$ cat src/rtl/fsk_frame_pkg.sv
package fsk_frame_pkg;

    localparam int HI_BITS   = 12;
    localparam int LO_BITS   = 32;
    localparam int ID_BITS   = HI_BITS + LO_BITS;
    localparam int NIB       = 4;

    localparam int SLOW_DIV  = 8;
    localparam int SLOW_REPS = 6;
    localparam int SLOW_ON   = 2;
    localparam int FAST_DIV  = 10;
    localparam int FAST_REPS = 5;
    localparam int FAST_ON   = 3;
    localparam int GAP_LEN   = 4;
    localparam int GAP_ON    = 2;
    localparam int LEAD_SYMS = 5;

    localparam int SLOW_LEN  = SLOW_DIV * SLOW_REPS;
    localparam int FAST_LEN  = FAST_DIV * FAST_REPS;
    localparam int MAX_LEN   = (SLOW_LEN > FAST_LEN) ? SLOW_LEN : FAST_LEN;
    localparam int POS_W     = $clog2(MAX_LEN);
    localparam int BIT_W     = $clog2(ID_BITS);
    localparam int LEAD_W    = $clog2(LEAD_SYMS);

    localparam logic [31:0] HI_MAX = 32'((64'd1 << HI_BITS) - 1);

    typedef enum logic [1:0] {
        SYM_GAP  = 2'd0,
        SYM_SLOW = 2'd1,
        SYM_FAST = 2'd2
    } sym_t;

    typedef enum logic [2:0] {
        ST_IDLE  = 3'd0,
        ST_LEAD  = 3'd1,
        ST_GAP   = 3'd2,
        ST_HALF0 = 3'd3,
        ST_HALF1 = 3'd4
    } stage_t;

    typedef struct packed {
        stage_t              stage;
        logic [LEAD_W-1:0]   lead;
        logic [BIT_W-1:0]    bit_idx;
    } seq_t;

    function automatic int sym_len(sym_t s);
        case (s)
            SYM_SLOW: return SLOW_LEN;
            SYM_FAST: return FAST_LEN;
            default:  return GAP_LEN;
        endcase
    endfunction

    function automatic logic sym_level(sym_t s, logic [POS_W-1:0] pos);
        case (s)
            SYM_SLOW: return (int'(pos) % SLOW_DIV) < SLOW_ON;
            SYM_FAST: return (int'(pos) % FAST_DIV) < FAST_ON;
            default:  return int'(pos) < GAP_ON;
        endcase
    endfunction

    // header: spacer, three slow bursts (invalid pair + first half), fast
    function automatic sym_t lead_sym(logic [LEAD_W-1:0] idx);
        if (idx == '0)
            return SYM_GAP;
        else if (int'(idx) == LEAD_SYMS - 1)
            return SYM_FAST;
        else
            return SYM_SLOW;
    endfunction

    function automatic stage_t bit_entry(logic [BIT_W-1:0] idx);
        return ((int'(idx) % NIB) == NIB - 1) ? ST_GAP : ST_HALF0;
    endfunction

endpackage

$ cat src/rtl/fsk_burst_gen.sv
module fsk_burst_gen
    import fsk_frame_pkg::*;
(
    input  logic clk,
    input  logic rst,
    input  logic run,
    input  logic adv,
    input  sym_t sym,
    output logic sample,
    output logic sym_end
);

    logic [POS_W-1:0] pos;
    logic             last;

    assign last    = (int'(pos) == sym_len(sym) - 1);
    assign sym_end = run && adv && last;
    assign sample  = run && sym_level(sym, pos);

    always_ff @(posedge clk) begin
        if (rst || !run) begin
            pos <= '0;
        end else if (adv) begin
            pos <= last ? '0 : pos + 1'b1;
        end
    end

endmodule

$ cat src/rtl/fsk_frame_seq.sv
module fsk_frame_seq
    import fsk_frame_pkg::*;
(
    input  logic               clk,
    input  logic               rst,
    input  logic               load,
    input  logic [ID_BITS-1:0] id,
    input  logic               sym_end,
    output logic               busy,
    output sym_t               sym,
    output logic               done
);

    seq_t               st;
    logic [ID_BITS-1:0] id_q;
    logic               cur_bit;

    assign busy    = (st.stage != ST_IDLE);
    assign cur_bit = id_q[st.bit_idx];

    always_comb begin
        case (st.stage)
            ST_LEAD:  sym = lead_sym(st.lead);
            ST_HALF0: sym = cur_bit ? SYM_FAST : SYM_SLOW;
            ST_HALF1: sym = cur_bit ? SYM_SLOW : SYM_FAST;
            default:  sym = SYM_GAP;
        endcase
    end

    always_ff @(posedge clk) begin
        if (rst) begin
            st.stage   <= ST_IDLE;
            st.lead    <= '0;
            st.bit_idx <= '0;
            id_q       <= '0;
            done       <= 1'b0;
        end else begin
            done <= 1'b0;
            if (st.stage == ST_IDLE) begin
                if (load) begin
                    st.stage   <= ST_LEAD;
                    st.lead    <= '0;
                    st.bit_idx <= BIT_W'(ID_BITS - 1);
                    id_q       <= id;
                end
            end else if (sym_end) begin
                case (st.stage)
                    ST_LEAD: begin
                        if (int'(st.lead) == LEAD_SYMS - 1)
                            st.stage <= bit_entry(st.bit_idx);
                        else
                            st.lead <= st.lead + 1'b1;
                    end
                    ST_GAP:   st.stage <= ST_HALF0;
                    ST_HALF0: st.stage <= ST_HALF1;
                    ST_HALF1: begin
                        if (st.bit_idx == '0) begin
                            st.stage <= ST_IDLE;
                            done     <= 1'b1;
                        end else begin
                            st.bit_idx <= st.bit_idx - 1'b1;
                            st.stage   <= bit_entry(st.bit_idx - 1'b1);
                        end
                    end
                    default: st.stage <= ST_IDLE;
                endcase
            end
        end
    end

endmodule

$ cat src/rtl/fsk_frame_gen.sv
module fsk_frame_gen
    import fsk_frame_pkg::*;
(
    input  logic        clk,
    input  logic        rst,
    input  logic        start,
    input  logic [31:0] id_hi,
    input  logic [31:0] id_lo,
    input  logic        adv,
    output logic        sample,
    output logic        frame_done
);

    logic               load;
    logic               busy;
    logic               sym_end;
    sym_t               sym;
    logic [ID_BITS-1:0] id;

    assign load = start && (id_hi <= HI_MAX);
    assign id   = {id_hi[HI_BITS-1:0], id_lo[LO_BITS-1:0]};

    fsk_frame_seq u_seq (
        .clk     (clk),
        .rst     (rst),
        .load    (load),
        .id      (id),
        .sym_end (sym_end),
        .busy    (busy),
        .sym     (sym),
        .done    (frame_done)
    );

    fsk_burst_gen u_burst (
        .clk     (clk),
        .rst     (rst),
        .run     (busy),
        .adv     (adv),
        .sym     (sym),
        .sample  (sample),
        .sym_end (sym_end)
    );

endmodule

$ cat config.mk
export PLATFORM = sky130hd
export DESIGN_NAME = fsk_frame_gen
export DESIGN_NICKNAME = d
export VERILOG_FILES = /design/src/rtl/fsk_frame_pkg.sv /design/src/rtl/fsk_burst_gen.sv /design/src/rtl/fsk_frame_seq.sv /design/src/rtl/fsk_frame_gen.sv
export SDC_FILE = /design/constraint.sdc
export NUM_CORES = 1
export LEC_CHECK = 0
export BUFFER_PORTS_ARGS = -buffer_cell sky130_fd_sc_hd__buf_2
export CORE_UTILIZATION = 60
export CTS_CLUSTER_SIZE = 30
export DETAILED_ROUTE_END_ITERATION = 10
export PLACE_DENSITY = 0.85
export SYNTH_ARGS = -nofsm -noshare
export SYNTH_HDL_FRONTEND = slang
export SYNTH_SLANG_ARGS = --single-unit
$ cat constraint.sdc
create_clock -name clk -period 8.3 [get_ports clk]
set_input_delay 0.83 -clock clk [delete_from_list [all_inputs] [get_ports clk]]
set_output_delay 0.83 -clock clk [all_outputs]
set_load 0.1 [all_outputs]
-- Yosys cells after proc, flatten, opt, wreduce, memory -nomap -nowiden
Index checks and enable logic that the tools add are counted.
- bits in registers: 63
- input bits: 68
- output and inout bits: 2
- word-level logic and storage cells: 73
- add/subtract/negate cells: 4
- div/mod/pow operators: 1
- magnitude comparators: 5
- equality and inequality tests: 14
- multiplexer cells: 23
- bitwise gates (word level): 2
- reductions and logical operators: 18
- operators with widths (operator ; number):
    12-bit two-way mux ; 3
    7-bit by 32-bit equality test with 1-bit output ; 1
    32-bit by 12-bit <= comparator with 1-bit output (second input constant) ; 1
    32-bit by 3-bit < comparator with 1-bit output (second input constant) ; 1
    7-bit by 5-bit modulo with 32-bit output (second input constant) ; 1
    6-bit two-way mux ; 3
    3-bit two-way mux ; 4
    3-bit one-hot mux with 4 select lines ; 1
    6-bit one-hot mux with 2 select lines ; 1
    2-bit two-way mux ; 4
    4-bit AND reduction ; 2
    6-bit by 7-bit < comparator with 1-bit output (second input constant) ; 1
    6-bit by 1-bit subtractor with 7-bit output (second input constant) ; 1
    6-bit by 1-bit adder with 6-bit output (second input constant) ; 1
    1-bit binary-select mux with 6-bit select ; 1
    2-bit by 1-bit equality test with 1-bit output (second input constant) ; 3
    3-bit by 2-bit equality test with 1-bit output (second input constant) ; 2
    3-bit equality test (second input constant) ; 2
    3-bit logical NOT ; 2
    6-bit logical NOT ; 1
    6-bit by 2-bit < comparator with 1-bit output (second input constant) ; 1
    2-bit one-hot mux with 3 select lines ; 1
    2-bit nonzero test ; 3
    6-bit by 1-bit subtractor with 6-bit output (second input constant) ; 1
    17 further kinds ; 25

-- Logic depth before layout (Yosys ltp)
Gate-level depths: netlist (run 1).
- depth in word-level cells: 11
- mapped depth: 16
- mapped depth without buffers: 14

-- Cells and area by module
A second synthesis (run 1) with hierarchy kept.
- cells, all modules: 509
- area, all modules: 3918.8 um^2
- modules (own cells, without submodules) (module ; instances ; cells an instance ; area each (um^2) ; sequential area each (um^2)):
    fsk_frame_seq ; 1 ; 345 ; 2687.6 ; 1141.1
    fsk_burst_gen ; 1 ; 155 ; 1168.6 ; 120.1
    fsk_frame_gen ; 1 ; 9 ; 62.6 ; 0.0

-- Least setup slack after synthesis (run 1)
Ideal clock, no wire load.
- path type: register to output
- start point: reg u_seq.st[0] in the netlist's numbering
- end point: out sample
- arrival: 5.011 ns
- required time: 7.470 ns
- path slack: 2.459 ns
- cell stages (with the launch flop): 15
- path buffers: 2
- path through: dfxtp_1 > buf_6 > buf_8 > mux4_1 > mux4_2 > nand3b_1 > o31ai_2 > mux2_4 > o31a_1 > ha_1 > o41ai_1 > nand4_1 > or3b_2 > o221a_2 > a22oi_1
- cells in the longest elaborated chain, start to end: 7
- elaborated cells between the ends (all ways): 9
- classes of those cells: eq/ne: 2; mux: 6; reduce/logical: 1
- ends and longest elaborated chain (item ; RTL line ; RTL):
    start: declaration ; fsk_frame_seq.sv:14 ; seq_t st;
    1-bit binary-select mux with 6-bit select (*) ; fsk_frame_seq.sv:19 ; assign cur_bit = id_q[st.bit_idx];
    1-bit two-way mux (implied by the code) (*) ; fsk_frame_seq.sv:19 ;
    2-bit two-way mux, on equally long branches ; fsk_frame_seq.sv:25, fsk_frame_seq.sv:24 ;
    2-bit one-hot mux with 3 select lines (*) ; fsk_frame_seq.sv:22 ; case (st.stage)
    2-bit equality test or 2-bit by 1-bit equality test with 1-bit output (tied branches) ; fsk_frame_pkg.sv:56 ; case (s)
    1-bit one-hot mux with 2 select lines (*) ; fsk_frame_pkg.sv:56 ;
    1-bit logical AND (*) ; fsk_burst_gen.sv:18 ; assign sample = run && sym_level(sym, pos);
    end: declaration ; fsk_frame_gen.sv:10 ; output logic sample,
Every way passes the cells marked *; elsewhere a longest branch is shown, timed or not. The select of a mux whose other input is x is not followed.

-- Final worst setup path (run 1)
Same ends and word-level chain as after synthesis.

==> results.sh, run 1 <==
export IMPL_start_kind="flop"
export IMPL_cts_hold_buf=0
export IMPL_finalHoldViolCount=0
export IMPL_syn_avg_cell_area_sq_um=8.08
export IMPL_grtUsageTotal=0.283
export IMPL_startpoint="u_seq.st[0]$_SDFFE_PP0P_"
export IMPL_clockBufferDepth=2
export IMPL_p_leak_nw=1.56
export IMPL_final_core_util=0.711
export IMPL_syn_area_sq_um=3670
export IMPL_cts_sinks=63
export IMPL_die_width_um=80.2
export IMPL_syn_inst=454
export IMPL_wl_per_cell_um=14.8
export IMPL_worstSetupPathType="reg -> out"
export IMPL_rrSetupSlack_ns=3.62
export IMPL_drt_pre_antenna_iters=5
export IMPL_antenna_cells=0
export IMPL_vias=3430
export IMPL_p_switching_mw=0.135
export IMPL_fin_nets=586
export IMPL_h_tree_depth=3
export IMPL_rsz0062_at_grt="false"
export IMPL_reg2reg_depth=14
export IMPL_synth_seq_cells=63
export IMPL_placement_io_buffers=69
export IMPL_status="finished, final reports clean"
export IMPL_power_density_nw_per_um2=149
export IMPL_synth_seq_area_share=0.344
export IMPL_cts_tree="built"
export IMPL_synthArstFlopShare=0
export IMPL_met2_usage=0.491
export IMPL_clk_pin_slew_ns=0.07
export IMPL_crit_path_end_kind="primary output"
export IMPL_drc=0
export IMPL_setup_viol=0
export IMPL_fmax_ghz=0.172
export IMPL_period_share=0.702
export IMPL_r2r_end="u_seq.st[5]$_SDFFE_PP0P_"
export IMPL_clock_latency_ns=0.34
export IMPL_wl_um=8630
export IMPL_gp_congestion=0.886
export IMPL_cp_max_fo=16
export IMPL_min_period_ns=5.83
export IMPL_netlist_area_leader_share=0.344
export IMPL_critPathArrivalTime_ns=5.00
export IMPL_synthTopCellsByArea="dfxtp_1 34%, nand2_1 11%, a21oi_1 9.1%"
export IMPL_tightestPinTransition_ns=1.03
export IMPL_slew_violations=0
export IMPL_die_area_sq_um=6430
export IMPL_p_comb_frac=0.034
export IMPL_std_cell_rows=28
export IMPL_synth_area_leader_cell="dfxtp_1"
export IMPL_top_usage_layer="met2"
export IMPL_reg2reg_from="u_seq.st[0]$_SDFFE_PP0P_"
export IMPL_yosysWarnings=0
export IMPL_use_met3=0.0386
export IMPL_switching_share=0.215
export IMPL_grt_util_met1=0.346
export IMPL_grt_pass1_wl_um=14200
export IMPL_antenna_found_initial=0
export IMPL_grt_max_degree=60
export IMPL_relSlewSlack=0.311
export IMPL_cp_endpoint="sample"
export IMPL_p_seq_frac=0.481
export IMPL_tns_ns=0
export IMPL_synth_nets=537
export IMPL_start_util=0.620
export IMPL_vias_per_cell=5.88
export IMPL_hold_class="reg -> reg"
export IMPL_ys_flop_type="dfxtp_1"
export IMPL_fin_skew_ns=0.00897
export IMPL_cts_root_buffer="clkbuf_8"
export IMPL_grt_overflow=0
export IMPL_cts_resized=0
export IMPL_grt_pass1_vias=3175
export IMPL_synth_edf_count=0
export IMPL_cp_data_required_time_ns=7.47
export IMPL_ir_drop_v=0.000138
export IMPL_core_area_sq_um=5920
export IMPL_drt_iter0_markers=282
export IMPL_drv_cap=0
export IMPL_p_int_mw=0.493
export IMPL_ant_nets=0
export IMPL_die_h_um=80.2
export IMPL_hpwl_um=5910
export IMPL_post_cts_buffers=0
export IMPL_yosys_cell_types_count=56
export IMPL_io_pins=70
export IMPL_area_delta_synth_final_pct=14.7
export IMPL_p_clk_frac=0.485
export IMPL_layout_drive_gt1_share=0.197
export IMPL_cts_buffers=9
## final cells by class
type | instances | area (sq um)
inverter | 11 | 41.3
tap | 75 | 93.8
clock inverter | 6 | 92.6
fill | 443 | 1710
timing repair buffer | 71 | 360
multi-input combinational | 347 | 2220
clock buffer | 10 | 138
sequential | 63 | 1260
## placed cells by master (no fill, tap or decap), types with 2 or more instances in the layout
cell        synthesis  routed
or3_1               5       5
bufinv_16           0       2
o31ai_1             2       2
buf_2               7      69
a21oi_1            67      67
a22oi_1             2       2
a21boi_0            4       4
a311oi_1            3       3
nor4_1              7       7
clkbuf_8            0      10
xor2_1              7       7
nand2_1           103     103
nor3_1              8       7
o2111ai_1           3       3
nor2_1             27      27
mux4_2              7       7
nand2b_1            7       7
nand3_1             5       5
o21ai_0             8       8
o21bai_1            4       4
mux2i_1             2       2
xnor2_1             8       8
and3_1              3       3
nand3b_1            4       4
o221ai_1            2       2
a211o_1             2       2
ha_1               15      15
a31oi_1             3       3
mux4_1              6       6
a2111oi_0           2       2
a21o_1              2       2
nor2b_1             4       4
inv_1              11      11
dfxtp_1            63      63
clkinvlp_4          0       2
buf_4               0       2
nand4_1             6       6
## logic make-up (layout without fill, tap and decap cells)
family | after synthesis | count (layout) | synth area share
fa+ha+maj | 16 | 16 | 0.0539
xor+xnor | 15 | 15 | 0.0358
buf+inv | 44 | 98 | 0.0525
simple gates | 185 | 185 | 0.226
flops | 63 | 63 | 0.344
mux | 16 | 16 | 0.0955
compound gates | 115 | 115 | 0.192
## layer usage
layer,up-vias,wire (um),share of wire
li1,1701,-,-
met1,1585,3600,0.42
met2,123,4440,0.51
met3,21,364,0.042
met4,0,219,0.025
met5,-,0,0
## cell usage after synthesis, drive strengths merged, types with 2 or more instances
cell and count:
nand3b 4, ha 15, o21bai 4, nand3 5, o31ai 3, o221ai 2
nand2 103, mux4 13, a211o 2, nor3 8, nor2 27, clkbuf 18
a31oi 3, a311oi 3, mux2i 2, o2111ai 3, xnor2 8, and3 3
buf 15, a21boi 4, inv 11, nand2b 7, xor2 7, a21o 2
nor2b 4, nand4 6, dfxtp 63, o21ai 8, a2111oi 2, a22oi 2
or3 5, nor4 7, a21oi 67
## power by group through the flow
| stage | combinational (mW) | clock [mW] | sequential [mW] |
|---|---|---|---|
| floorplan | 0.00472 | 0 | 0.309 |
| global placement | 0.0205 | 0 | 0.309 |
| detailed placement | 0.0211 | 0 | 0.309 |
| CTS | 0.0212 | 0.306 | 0.302 |
| global route | 0.0235 | 0.322 | 0.302 |
| finish | 0.0213 | 0.304 | 0.302 |
## sequential cells by signal (all words and copies together), names as in the netlist
name	cells
u_burst.pos	6
u_seq.id_q	44
u_seq.done	1
u_seq.st	12
## critical path, stage by stage, from the launching register on
cell	delay, ns
dfxtp_1	0.85
mux4_1	0.63
mux4_2	0.50
nor2_1	0.13
o31ai_2	0.12
mux2_4	0.33
o31a_1	0.12
ha_1	0.34
o41ai_1	0.09
nand4_1	0.18
or3b_2	0.51
o221a_2	0.28
a22oi_1	0.14
buf_2	0.45
## per-stage QoR
stage               instances  hold WS [ns]  setup slack, ns  cell area, sq um  power (mW)
global placement          567         0.436             2.95              3980       0.330
global route              583         0.462             2.18              4210       0.647
floorplan                 454         0.427             2.46              3670       0.314
CTS                       583         0.451             2.46              4210       0.629
detailed placement        567         0.441             2.83              3980       0.330
finish                    583         0.453             2.47              4210       0.628
## worst min-delay path by stage
stage / from / cells past startpoint / slack [ns] / endpoint
after detailed placement: u_seq.id_q[13]$_SDFFE_PP0P_ / 2 / 0.44 / u_seq.id_q[13]$_SDFFE_PP0P_
after CTS: u_seq.id_q[13]$_SDFFE_PP0P_ / 2 / 0.45 / u_seq.id_q[13]$_SDFFE_PP0P_
after floorplan: u_seq.id_q[13]$_SDFFE_PP0P_ / 2 / 0.43 / u_seq.id_q[13]$_SDFFE_PP0P_
after global placement: u_seq.id_q[26]$_SDFFE_PP0P_ / 2 / 0.44 / u_seq.id_q[26]$_SDFFE_PP0P_
after global routing: u_seq.id_q[13]$_SDFFE_PP0P_ / 2 / 0.46 / u_seq.id_q[13]$_SDFFE_PP0P_
final: u_seq.id_q[21]$_SDFFE_PP0P_ / 2 / 0.45 / u_seq.id_q[21]$_SDFFE_PP0P_
Power figures use the tool's default switching activity.
==> run 2: changes to the inputs <==
- CORE_UTILIZATION: 60 -> 50
- PLACE_DENSITY: 0.85 -> 0.76
- clock period: 8.3 -> 5.2 ns (I/O delays scaled with it)
==> results.sh, run 2 (synthesis results as in run 1) <==
export IMPL_status="finished, final reports clean"
export IMPL_cp_max_fo=10
export IMPL_cts_tree="built"
export IMPL_power_density_nw_per_um2=222
export IMPL_instances_no_fill=607
export IMPL_area_delta_synth_final_pct=15.7
export IMPL_clockBufferDepth=2
export IMPL_hp_start="id_lo[18]"
export IMPL_io_pins=70
export IMPL_largest_register_ffs=44
export IMPL_p_leak_nw=1.57
export IMPL_fin_nets=589
export IMPL_dp_cells=591
export IMPL_die_h_um=87.7
export IMPL_wl_um=8340
export IMPL_grt_max_degree=60
export IMPL_cts_buffers=9
export IMPL_min_period_ns=4.97
export IMPL_rsz0062_at_grt="false"
export IMPL_relSlewSlack=0.290
export IMPL_startpoint="u_seq.st[0]$_SDFFE_PP0P_"
export IMPL_worst_slack_ns=0.227
export IMPL_ir_drop_v=0.000143
export IMPL_antenna_cells=0
export IMPL_dp_slack_ns=0.415
export IMPL_vias_per_cell=5.49
export IMPL_h_tree_depth=3
export IMPL_ant_nets=0
export IMPL_layout_drive_gt1_share=0.204
export IMPL_drc=0
export IMPL_die_width_um=87.7
export IMPL_clock_latency_ns=0.34
export IMPL_placement_io_buffers=69
export IMPL_period_share=0.956
export IMPL_cp_data_required_time_ns=4.68
export IMPL_crit_path_end_kind="primary output"
export IMPL_grtUsageTotal=0.231
export IMPL_hpwl_um=5840
export IMPL_whs_ns=0.409
export IMPL_post_cts_buffers=0
export IMPL_slew_violations=0
export IMPL_tightestPinTransition_ns=1.06
export IMPL_final_common_cell="nand2_1"
export IMPL_tns_ns=0
export IMPL_antenna_found_initial=0
export IMPL_drt_pre_antenna_iters=4
export IMPL_most_common_layout_cells="103 x nand2_1, 68 x buf_2, 67 x a21oi_1"
export IMPL_drv_cap=0
export IMPL_gp_congestion=0.874
export IMPL_clk_pin_slew_ns=0.07
export IMPL_critPathArrivalTime_ns=4.45
export IMPL_largestRegisters="u_seq.id_q: 44 flops, u_seq.st: 12 flops, u_burst.pos: 6 flops"
export IMPL_start_util=0.528
export IMPL_worstSetupPathType="reg -> out"
export IMPL_crit_path_cell_trace="mux4_1 -> mux4_2 -> nor2_1 -> o31ai_2 -> mux2_4 -> o31a_1 -> ha_1 -> o41ai_1 -> nand4_1 -> or3b_2 -> o221a_2 -> a22oi_2 -> buf_12"
export IMPL_top_register="u_seq.id_q"
export IMPL_hold_class="in -> reg"
export IMPL_fmax_ghz=0.201
export IMPL_wl_per_cell_um=13.7
export IMPL_finalHoldViolCount=0
export IMPL_fin_skew_ns=0.00593
export IMPL_drt_iter0_markers=161
export IMPL_die_area_sq_um=7690
export IMPL_cpPeakStageDelay_ns=0.59
export IMPL_grt_pass1_wl_um=13700
export IMPL_reg2reg_from="u_seq.st[0]$_SDFFE_PP0P_"
export IMPL_vias=3333
export IMPL_start_kind="flop"
export IMPL_core_area_sq_um=6940
export IMPL_grt_pass1_vias=2951
export IMPL_grt_overflow=0
export IMPL_slowest_stage="mux4_1"
export IMPL_cts_root_buffer="clkbuf_8"
export IMPL_cts_sinks=63
export IMPL_setup_viol=0
export IMPL_std_cell_rows=30
[run 2: changes by cell type in the layout (fill, tap and decap cells not counted), sizes merged]
cell / before / now
clkinv: 1 / 2
buf: 71 / 74
clkbuf: 10 / 11
bufinv: 2 / 1
clkinvlp: 2 / 1
[run 2: routing by layer]
metal  track usage  wire length, um  up-vias  part of all wire
met2         0.386             4090       69              0.49
met4        0.0730              104        0             0.012
met1         0.294             3840     1538              0.46
met3        0.0566              304       12             0.036
met5             0                0        -                 0
li1              -                -     1714                 -
[run 2: what timing repair did]
item	in CTS	in global routing
hold buffers	0	0
endpoints found under the setup margin	0	1
resized for setup	0	1
[run 2: per-stage QoR]
step	cell area, sq um	util	power, mW
finish	4250	0.611	0.942
global route	4250	0.611	0.975
CTS	4240	0.611	0.955
detailed placement	4050	0.583	0.527
global placement	4050	0.583	0.527
floorplan	3670	-	0.501
[run 2: report_power, final]
part | internal, mW | switching (mW)
sequential | 0.482 | 0.000000365
combinational | 0.0188 | 0.0152
clock | 0.234 | 0.192
[run 2: cell type report]
type / count / area, sq um
inverter: 11 / 41.3
multi-input combinational: 347 / 2230
timing repair buffer: 74 / 398
tap: 96 / 120
fill: 628 / 2700
sequential: 63 / 1260
clock buffer: 11 / 141
clock inverter: 5 / 56.3
[run 2: worst paths after layout]
path	to	slack (ns)	depth (start not counted)
max reg2reg	u_seq.st[5]$_SDFFE_PP0P_	0.90	14
min reg2reg	u_seq.id_q[35]$_SDFFE_PP0P_	0.45	2
max	sample	0.23	13
min	u_seq.id_q[18]$_SDFFE_PP0P_	0.41	3
[run 2: critical path, delay by kind of cell, from the launching register on]
family | cells | cell delay [ns]
buffers and inverters | 1 | 0.20
and+or+nand+nor | 3 | 0.81
DFF | 1 | 0.50
muxes | 3 | 1.41
AOI/OAI and AO/OA | 5 | 0.84
adders and majority gates | 1 | 0.35
